`src/rtl/sca_pkg.sv`:
```
package sca_pkg;

  localparam logic [5:0] OPC_RTYPE = 6'h00;
  localparam logic [5:0] OPC_BEQ   = 6'h04;
  localparam logic [5:0] OPC_LW    = 6'h23;
  localparam logic [5:0] OPC_SW    = 6'h2B;
  localparam logic [5:0] OPC_SWINC = 6'h2F;

  localparam logic [5:0] FN_ADD = 6'h20;
  localparam logic [5:0] FN_SUB = 6'h22;
  localparam logic [5:0] FN_AND = 6'h24;
  localparam logic [5:0] FN_OR  = 6'h25;
  localparam logic [5:0] FN_SLT = 6'h2A;

  typedef enum logic [2:0] {
    ALU_AND = 3'd0,
    ALU_OR  = 3'd1,
    ALU_ADD = 3'd2,
    ALU_SUB = 3'd3,
    ALU_SLT = 3'd4
  } alu_fn_e;

  typedef struct packed {
    logic       reg_dst;
    logic       alu_src;
    logic       mem_to_reg;
    logic       reg_write;
    logic       mem_read;
    logic       mem_write;
    logic       branch;
    logic [1:0] alu_op;
    logic       inc_base;
  } ctrl_t;

endpackage

```
`src/rtl/sca_main_ctrl.sv`:
```
module sca_main_ctrl
  import sca_pkg::*;
(
  input  logic [5:0] opcode,
  output ctrl_t      ctrl
);

  always_comb begin
    ctrl = '0;
    case (opcode)
      OPC_RTYPE: begin
        ctrl.reg_dst   = 1'b1;
        ctrl.reg_write = 1'b1;
        ctrl.alu_op    = 2'b10;
      end
      OPC_LW: begin
        ctrl.alu_src    = 1'b1;
        ctrl.mem_to_reg = 1'b1;
        ctrl.reg_write  = 1'b1;
        ctrl.mem_read   = 1'b1;
      end
      OPC_SW: begin
        ctrl.alu_src   = 1'b1;
        ctrl.mem_write = 1'b1;
      end
      OPC_SWINC: begin
        ctrl.alu_src   = 1'b1;
        ctrl.mem_write = 1'b1;
        ctrl.reg_write = 1'b1;
        ctrl.inc_base  = 1'b1;
      end
      OPC_BEQ: begin
        ctrl.branch = 1'b1;
        ctrl.alu_op = 2'b01;
      end
      default: ctrl = '0;
    endcase
  end

endmodule

```
`src/rtl/sca_alu_ctrl.sv`:
```
module sca_alu_ctrl
  import sca_pkg::*;
(
  input  logic [1:0] alu_op,
  input  logic [5:0] funct,
  input  logic [4:0] shamt,
  output alu_fn_e    fn,
  output logic       funct_ok
);

  always_comb begin
    fn       = ALU_ADD;
    funct_ok = 1'b1;
    case (alu_op)
      2'b00: fn = ALU_ADD;
      2'b01: fn = ALU_SUB;
      default: begin
        funct_ok = (shamt == '0);
        case (funct)
          FN_ADD: fn = ALU_ADD;
          FN_SUB: fn = ALU_SUB;
          FN_AND: fn = ALU_AND;
          FN_OR:  fn = ALU_OR;
          FN_SLT: fn = ALU_SLT;
          default: funct_ok = 1'b0;
        endcase
      end
    endcase
  end

endmodule

```
`src/rtl/sca_alu.sv`:
```
module sca_alu
  import sca_pkg::*;
#(
  parameter int unsigned W = 32
) (
  input  logic [W-1:0] a,
  input  logic [W-1:0] b,
  input  alu_fn_e      fn,
  output logic [W-1:0] y,
  output logic         zero
);

  always_comb begin
    case (fn)
      ALU_AND: y = a & b;
      ALU_OR:  y = a | b;
      ALU_ADD: y = a + b;
      ALU_SUB: y = a - b;
      ALU_SLT: y = {{(W-1){1'b0}}, ($signed(a) < $signed(b))};
      default: y = a + b;
    endcase
  end

  assign zero = (y == '0);

endmodule

```
`src/rtl/sca_regfile.sv`:
```
module sca_regfile #(
  parameter int unsigned W     = 32,
  parameter int unsigned DEPTH = 32,
  parameter int unsigned NRD   = 2,
  localparam int unsigned AW   = $clog2(DEPTH)
) (
  input  logic                    clk,
  input  logic                    we,
  input  logic [AW-1:0]           waddr,
  input  logic [W-1:0]            wdata,
  input  logic [NRD-1:0][AW-1:0]  raddr,
  output logic [NRD-1:0][W-1:0]   rdata
);

  logic [W-1:0] store_q [DEPTH];

  always_ff @(posedge clk) begin
    if (we && (waddr != '0)) begin
      store_q[waddr] <= wdata;
    end
  end

  for (genvar p = 0; p < NRD; p++) begin : g_rd
    assign rdata[p] = (raddr[p] == '0) ? '0 : store_q[raddr[p]];
  end

endmodule

```
`src/rtl/autoinc_core.sv`:
```
module autoinc_core
  import sca_pkg::*;
#(
  parameter int unsigned XLEN      = 32,
  parameter int unsigned REG_COUNT = 32,
  localparam int unsigned RAW        = $clog2(REG_COUNT),
  localparam int unsigned WORD_BYTES = XLEN / 8
) (
  input  logic            clk,
  input  logic            rst,
  output logic [XLEN-1:0] imem_addr,
  input  logic [31:0]     imem_data,
  output logic [XLEN-1:0] dmem_addr,
  output logic [XLEN-1:0] dmem_wdata,
  output logic            dmem_we,
  output logic            dmem_re,
  input  logic [XLEN-1:0] dmem_rdata
);

  logic [XLEN-1:0] pc_q;
  logic [XLEN-1:0] pc_next, pc_plus, br_target;

  logic [5:0]     opcode, funct;
  logic [4:0]     shamt;
  logic [RAW-1:0] rs, rt, rd;
  logic [XLEN-1:0] imm_ext;

  ctrl_t   ctrl;
  alu_fn_e alu_fn;
  logic    funct_ok;

  logic [1:0][RAW-1:0]  rf_raddr;
  logic [1:0][XLEN-1:0] rf_rdata;
  logic [XLEN-1:0] rd_a, rd_b;
  logic            rf_we;
  logic [RAW-1:0]  rf_waddr;
  logic [XLEN-1:0] rf_wdata;
  logic [XLEN-1:0] base_inc;

  logic [XLEN-1:0] alu_b, alu_y;
  logic            alu_zero;

  // instruction fields
  assign opcode  = imem_data[31:26];
  assign rs      = imem_data[21 +: RAW];
  assign rt      = imem_data[16 +: RAW];
  assign rd      = imem_data[11 +: RAW];
  assign shamt   = imem_data[10:6];
  assign funct   = imem_data[5:0];
  assign imm_ext = {{(XLEN-16){imem_data[15]}}, imem_data[15:0]};

  sca_main_ctrl u_main_ctrl (
    .opcode (opcode),
    .ctrl   (ctrl)
  );

  sca_alu_ctrl u_alu_ctrl (
    .alu_op   (ctrl.alu_op),
    .funct    (funct),
    .shamt    (shamt),
    .fn       (alu_fn),
    .funct_ok (funct_ok)
  );

  assign rf_raddr[0] = rs;
  assign rf_raddr[1] = rt;
  assign rd_a        = rf_rdata[0];
  assign rd_b        = rf_rdata[1];

  sca_regfile #(
    .W     (XLEN),
    .DEPTH (REG_COUNT),
    .NRD   (2)
  ) u_regfile (
    .clk   (clk),
    .we    (rf_we),
    .waddr (rf_waddr),
    .wdata (rf_wdata),
    .raddr (rf_raddr),
    .rdata (rf_rdata)
  );

  assign alu_b = ctrl.alu_src ? imm_ext : rd_b;

  sca_alu #(
    .W (XLEN)
  ) u_alu (
    .a    (rd_a),
    .b    (alu_b),
    .fn   (alu_fn),
    .y    (alu_y),
    .zero (alu_zero)
  );

  // constant incrementer on the base read port
  assign base_inc = rd_a + XLEN'(WORD_BYTES);

  // write-back steering
  always_comb begin
    if (ctrl.inc_base) begin
      rf_waddr = rs;
      rf_wdata = base_inc;
    end else begin
      rf_waddr = ctrl.reg_dst ? rd : rt;
      rf_wdata = ctrl.mem_to_reg ? dmem_rdata : alu_y;
    end
  end

  assign rf_we = ctrl.reg_write & ~rst & ((ctrl.alu_op != 2'b10) | funct_ok);

  // data memory port
  assign dmem_addr  = alu_y;
  assign dmem_wdata = rd_b;
  assign dmem_we    = ctrl.mem_write & ~rst;
  assign dmem_re    = ctrl.mem_read & ~rst;

  // next PC
  assign pc_plus   = pc_q + XLEN'(WORD_BYTES);
  assign br_target = pc_plus + (imm_ext << 2);
  assign pc_next   = (ctrl.branch && alu_zero) ? br_target : pc_plus;

  always_ff @(posedge clk) begin
    if (rst) begin
      pc_q <= '0;
    end else begin
      pc_q <= pc_next;
    end
  end

  assign imem_addr = pc_q;

  // reset returns fetch to address zero
  a_r1_pc_reset: assert property (@(posedge clk)
    rst |=> (pc_q == '0));

  // non-branch instructions step by one word
  a_r9_pc_step: assert property (@(posedge clk) disable iff (rst)
    (opcode != OPC_BEQ) |=> (pc_q == $past(pc_q) + XLEN'(WORD_BYTES)));

  // equal operands redirect to the branch target
  a_r8_branch_taken: assert property (@(posedge clk) disable iff (rst)
    ((opcode == OPC_BEQ) && (rd_a == rd_b)) |=>
      (pc_q == $past(pc_q) + XLEN'(WORD_BYTES) + ($past(imm_ext) << 2)));

  // post-increment store writes memory and the base in one cycle
  a_r6_store_and_bump: assert property (@(posedge clk) disable iff (rst)
    (opcode == OPC_SWINC) |->
      (dmem_we && rf_we && (rf_waddr == rs) &&
       (dmem_addr == rd_a + imm_ext) && (rf_wdata == rd_a + XLEN'(WORD_BYTES))));

  // unknown opcodes leave all state alone
  a_r10_unknown_quiet: assert property (@(posedge clk) disable iff (rst)
    ((opcode != OPC_RTYPE) && (opcode != OPC_LW) && (opcode != OPC_SW) &&
     (opcode != OPC_SWINC) && (opcode != OPC_BEQ)) |-> (!dmem_we && !rf_we));

  // loads read and never write memory
  a_r4_load_port: assert property (@(posedge clk) disable iff (rst)
    (opcode == OPC_LW) |-> (dmem_re && !dmem_we));

endmodule

```
`config.mk`:
```
export PLATFORM = sky130hd
export DESIGN_NAME = autoinc_core
export DESIGN_NICKNAME = d
export VERILOG_FILES = /design/src/rtl/sca_pkg.sv /design/src/rtl/sca_main_ctrl.sv /design/src/rtl/sca_alu_ctrl.sv /design/src/rtl/sca_alu.sv /design/src/rtl/sca_regfile.sv /design/src/rtl/autoinc_core.sv
export SDC_FILE = /design/constraint.sdc
export NUM_CORES = 2
export LEC_CHECK = 0
export CELL_PAD_IN_SITES_DETAIL_PLACEMENT = 1
export CELL_PAD_IN_SITES_GLOBAL_PLACEMENT = 1
export CORE_ASPECT_RATIO = 0.9
export CORE_MARGIN = 2
export CORE_UTILIZATION = 35
export DETAILED_ROUTE_END_ITERATION = 16
export GPL_TIMING_DRIVEN = 0
export PLACE_DENSITY = 0.54
export SLEW_MARGIN = 20
export SYNTH_ARGS = -nofsm -noshare
export SYNTH_HDL_FRONTEND = slang
export SYNTH_SLANG_ARGS = --single-unit
```
`constraint.sdc`:
```
create_clock -name clk -period 16.1 [get_ports clk]
set_input_delay 2.415 -clock clk [delete_from_list [all_inputs] [get_ports clk]]
set_output_delay 2.415 -clock clk [all_outputs]
set_load 0.01 [all_outputs]
```
==> flow_summary_export.csv <==
group,metric,value,unit
run_status,run_status,"finished, final reports clean",
yosys,synth_xor_area_share,1.46,%
layout,fillerInstances,16000,
yosys,synth.distinct_cells,91,
worst_setup_path,arrival,11990,ps
placed_design,hpwlAfterDp,179000,um
die,io_pins,164,
timing,maxSlewViolCount,0,
clocking,clkTransAtPathRegs,50,ps
route,vias,39100,
die,initial_core_util,35.2,%
pwr,sw_frac_of_total,31.1,%
yosys,synth_area_leaders,"edfxtp_1 (53%), mux4_2 (25%), ha_1 (3.1%)",
grt,grtUsageTotal,28.6,%
pwr,power,8.43,mW
pwr,p_switching,2.62,mW
yosys,netlist_area,0.0577,sq mm
timing,tightest_slew,1250,ps
grt,grt_pass1_wl,330000,um
yosys,synth.largest_area_cell,"edfxtp_1",
yosys,yosys.area_share.simple,5.52,%
layout,drive_gt1_share,28.7,%
timing,min_period_over_period,89.5,%
die,row_count,141,
layout,area_growth,20.5,%
grt,grt_overflow,0,
clocking,cts_max_level,3,
clocking,postCtsHoldBufs,0,
pwr,p_int,5.81,mW
timing,rsz0062_at_grt,"no",
pwr,power.density,121,mW/mm^2
placed_design,port_buffers,154,
yosys,yosysSeqAreaShare,54.4,%
placed_design,dp.cells,6031,
hold_path,min_delay_path_depth,2,
layout,num-nets-final,4218,
die,coreArea,0.164,sq mm
clocking,clock_path_buffers,3,
yosys,ys_ff_latch,1054,
yosys,synth_common_cells,"edfxtp_1 (1,024), mux4_2 (628), nor2_1 (221), a21oi_1 (174), nand2_1 (154)",
layout,finalNonFillerCells,6248,
yosys,synth.top_cell.area_share,53.3,%
timing,fin_ws,1690,ps
worst_setup_path,worstSetupStartpointType,"input pin",
worst_setup_path,r2r.worst_path.cells,18,
worst_setup_path,crit_required,13690,ps
yosys,syn_inst,3579,
timing,clock.fmax,69.4,MHz
yosys,synth-edff-count,1024,
yosys,synth_top_family_by_area,"multiplexers",
clocking,cts_tree,"yes",
route,wl_per_cell,38.8,um
worst_setup_path,critical_path_class,"in -> out",
clocking,cts_made_buffers,119,
timing,fin_tns_setup,0,ps
pwr,clock_power_share,33.1,%
worst_setup_path,rrSetupSlack,8290,ps
route,vias_per_cell,6.25,
timing,setup_viol,0,
placed_design,place.gp.congestion,0.904,
worst_setup_path,endpoint_kind,"output port",
yosys,syn_avg_cell_area,16.1,sq um
yosys,ys.warnings.count,0,
grt,grt_pass1_vias,39000,
clocking,insertion_delay,760,ps
die,dieHeight,389,um
pwr,ir_drop,0.103,mV
timing,skew,64.2,ps
route,antenna_left,0,
timing,maxSlewHeadroom,16.6,%
yosys,synth_ff_type,"edfxtp_1",
route,dr.pass1.iters,5,
clocking,cts_resized,0,
route,routed_wl,243000,um
yosys,yosys.cell_count.top_type,"edfxtp_1",
grt,grt_antenna_before_repair,9,
run,max-cap-violations,0,
clocking,post_cts_buffers,0,
die,die_w,432,um
worst_setup_path,worstPathMaxFanout,10,
clocking,cts_root_buf,"clkbuf_16",
pwr,p_seq_share,40.9,%
placed_design,dp_slack,1890,ps
die,fp.dieArea,0.168,sq mm
route,drc,0,
pwr,leakage,23.1,nW
hold_path,hold_path.class,"reg -> reg",
yosys,synth-compound-area-share,5.81,%
timing,hold_viol_final,0,
grt,grt_max_degree,33,
yosys,synth-adder-area-share,3.19,%
yosys,synth_mux_area_share,27.0,%
yosys,synthArstFlopShare,0,%
route,drt_iter0_drc,5325,
clocking,clock_sink_count,1054,
pwr,combPwrFrac,26.0,%
timing,period_minus_slack,14410,ps
timing,whs,590,ps
-- worst max-delay path, cell delays in order --
cell and delay (ps):
clkdlybuf4s50_1 830, clkbuf_1 700, buf_2 550, buf_2 540
buf_1 820, clkbuf_1 900, mux4_2 390, mux2_2 150
nand2_1 140, inv_1 120, ha_1 260, inv_1 90
fa_1 500, o21bai_1 160, a21oi_1 150, o211ai_1 500
nand4_1 450, a31oi_1 640, nand4_1 170, o311a_1 170
a31oi_1 570, clkdlybuf4s50_1 670
-- routing by layer --
| metal | share of wire [%] | GRT usage (%) | wire length (um) | vias to the layer above |
|---|---|---|---|---|
| met2 | 47 | 45.3 | 113000 | 1899 |
| met1 | 42 | 40.6 | 102000 | 21300 |
| met3 | 8.0 | 4.88 | 19500 | 323 |
| met4 | 3.1 | 8.12 | 7590 | 2 |
| met5 | 0.0082 | 0 | 20 | - |
| li1 | - | - | - | 15600 |
-- area by class of cell --
| type | instances | area, sq um | share of cell area (%) |
|---|---|---|---|
| diodes | 2 | 5.00 | 0.00721 |
| plain buffers | 230 | 1200 | 1.73 |
| clock buffers | 141 | 3060 | 4.41 |
| clock inverters | 74 | 867 | 1.25 |
| inverters | 113 | 424 | 0.611 |
| multi-input cells | 2215 | 25500 | 36.7 |
| flip-flops and latches | 1054 | 31400 | 45.1 |
| well taps | 2145 | 2680 | 3.86 |
| repair buffers | 274 | 4350 | 6.27 |
-- per-stage QoR --
| stage | util, % | cell area [sq um] |
|---|---|---|
| floorplan | - | 57800 |
| global placement | 37.8 | 62000 |
| detailed placement | 40.0 | 65500 |
| CTS | 42.4 | 69400 |
| global route | 42.4 | 69500 |
| finish | 42.4 | 69500 |
-- flip-flops by register name (all words and copies together), names as in the netlist --
| signal | count |
|---|---|
| u_regfile.store_q | 1024 |
| imem_addr | 30 |
-- final timing paths --
path / from / end
setup / recovery: imem_data[23] / dmem_addr[28]
hold / removal: imem_addr[2] / imem_addr[2]
setup reg to reg: u_regfile.store_q[27][4] / imem_addr[31]
hold reg to reg: imem_addr[2] / imem_addr[2]
-- cells in the final DEF, fill, tap and decap left out, drive strengths merged, types with 16 or more instances in the layout --
| cell | count |
|---|---|
| dfxtp | 30 |
| mux2i | 106 |
| nor2b | 22 |
| o21ai | 99 |
| mux4 | 628 |
| inv | 117 |
| nor2 | 221 |
| mux2 | 32 |
| nor3 | 50 |
| bufinv | 16 |
| buf | 232 |
| xnor2 | 75 |
| clkdlybuf4s50 | 154 |
| nand2b | 28 |
| a21o | 18 |
| clkbuf | 259 |
| nand3 | 36 |
| o21bai | 18 |
| xor2 | 21 |
| nand4 | 19 |
| conb | 34 |
| and3 | 21 |
| o211ai | 21 |
| edfxtp | 1024 |
| and2 | 31 |
| a21oi | 174 |
| ha | 142 |
| a211oi | 30 |
| clkinv | 51 |
| nand2 | 154 |
-- power groups by stage --
stage	clock [mW]	combinational, mW	sequential [mW]
final	2.79	2.20	3.45
after detailed placement	0	2.16	3.51
after floorplan	0	1.06	3.53
after CTS	2.82	2.16	3.45
after global placement	0	1.90	3.57
after global routing	2.92	2.31	3.45
-- cell families (layout without fill, tap and decap cells) --
logic type,count (synthesis),in the layout
xor gates and xnor gates,96,96
muxes,766,766
DFF,1054,1054
other,1,36
and+or+nand+nor,658,658
adders and majority gates,145,145
AOI/OAI and AO/OA,516,516
buffers and inverters,343,832
No activity file was read; power rests on OpenSTA's default activity.
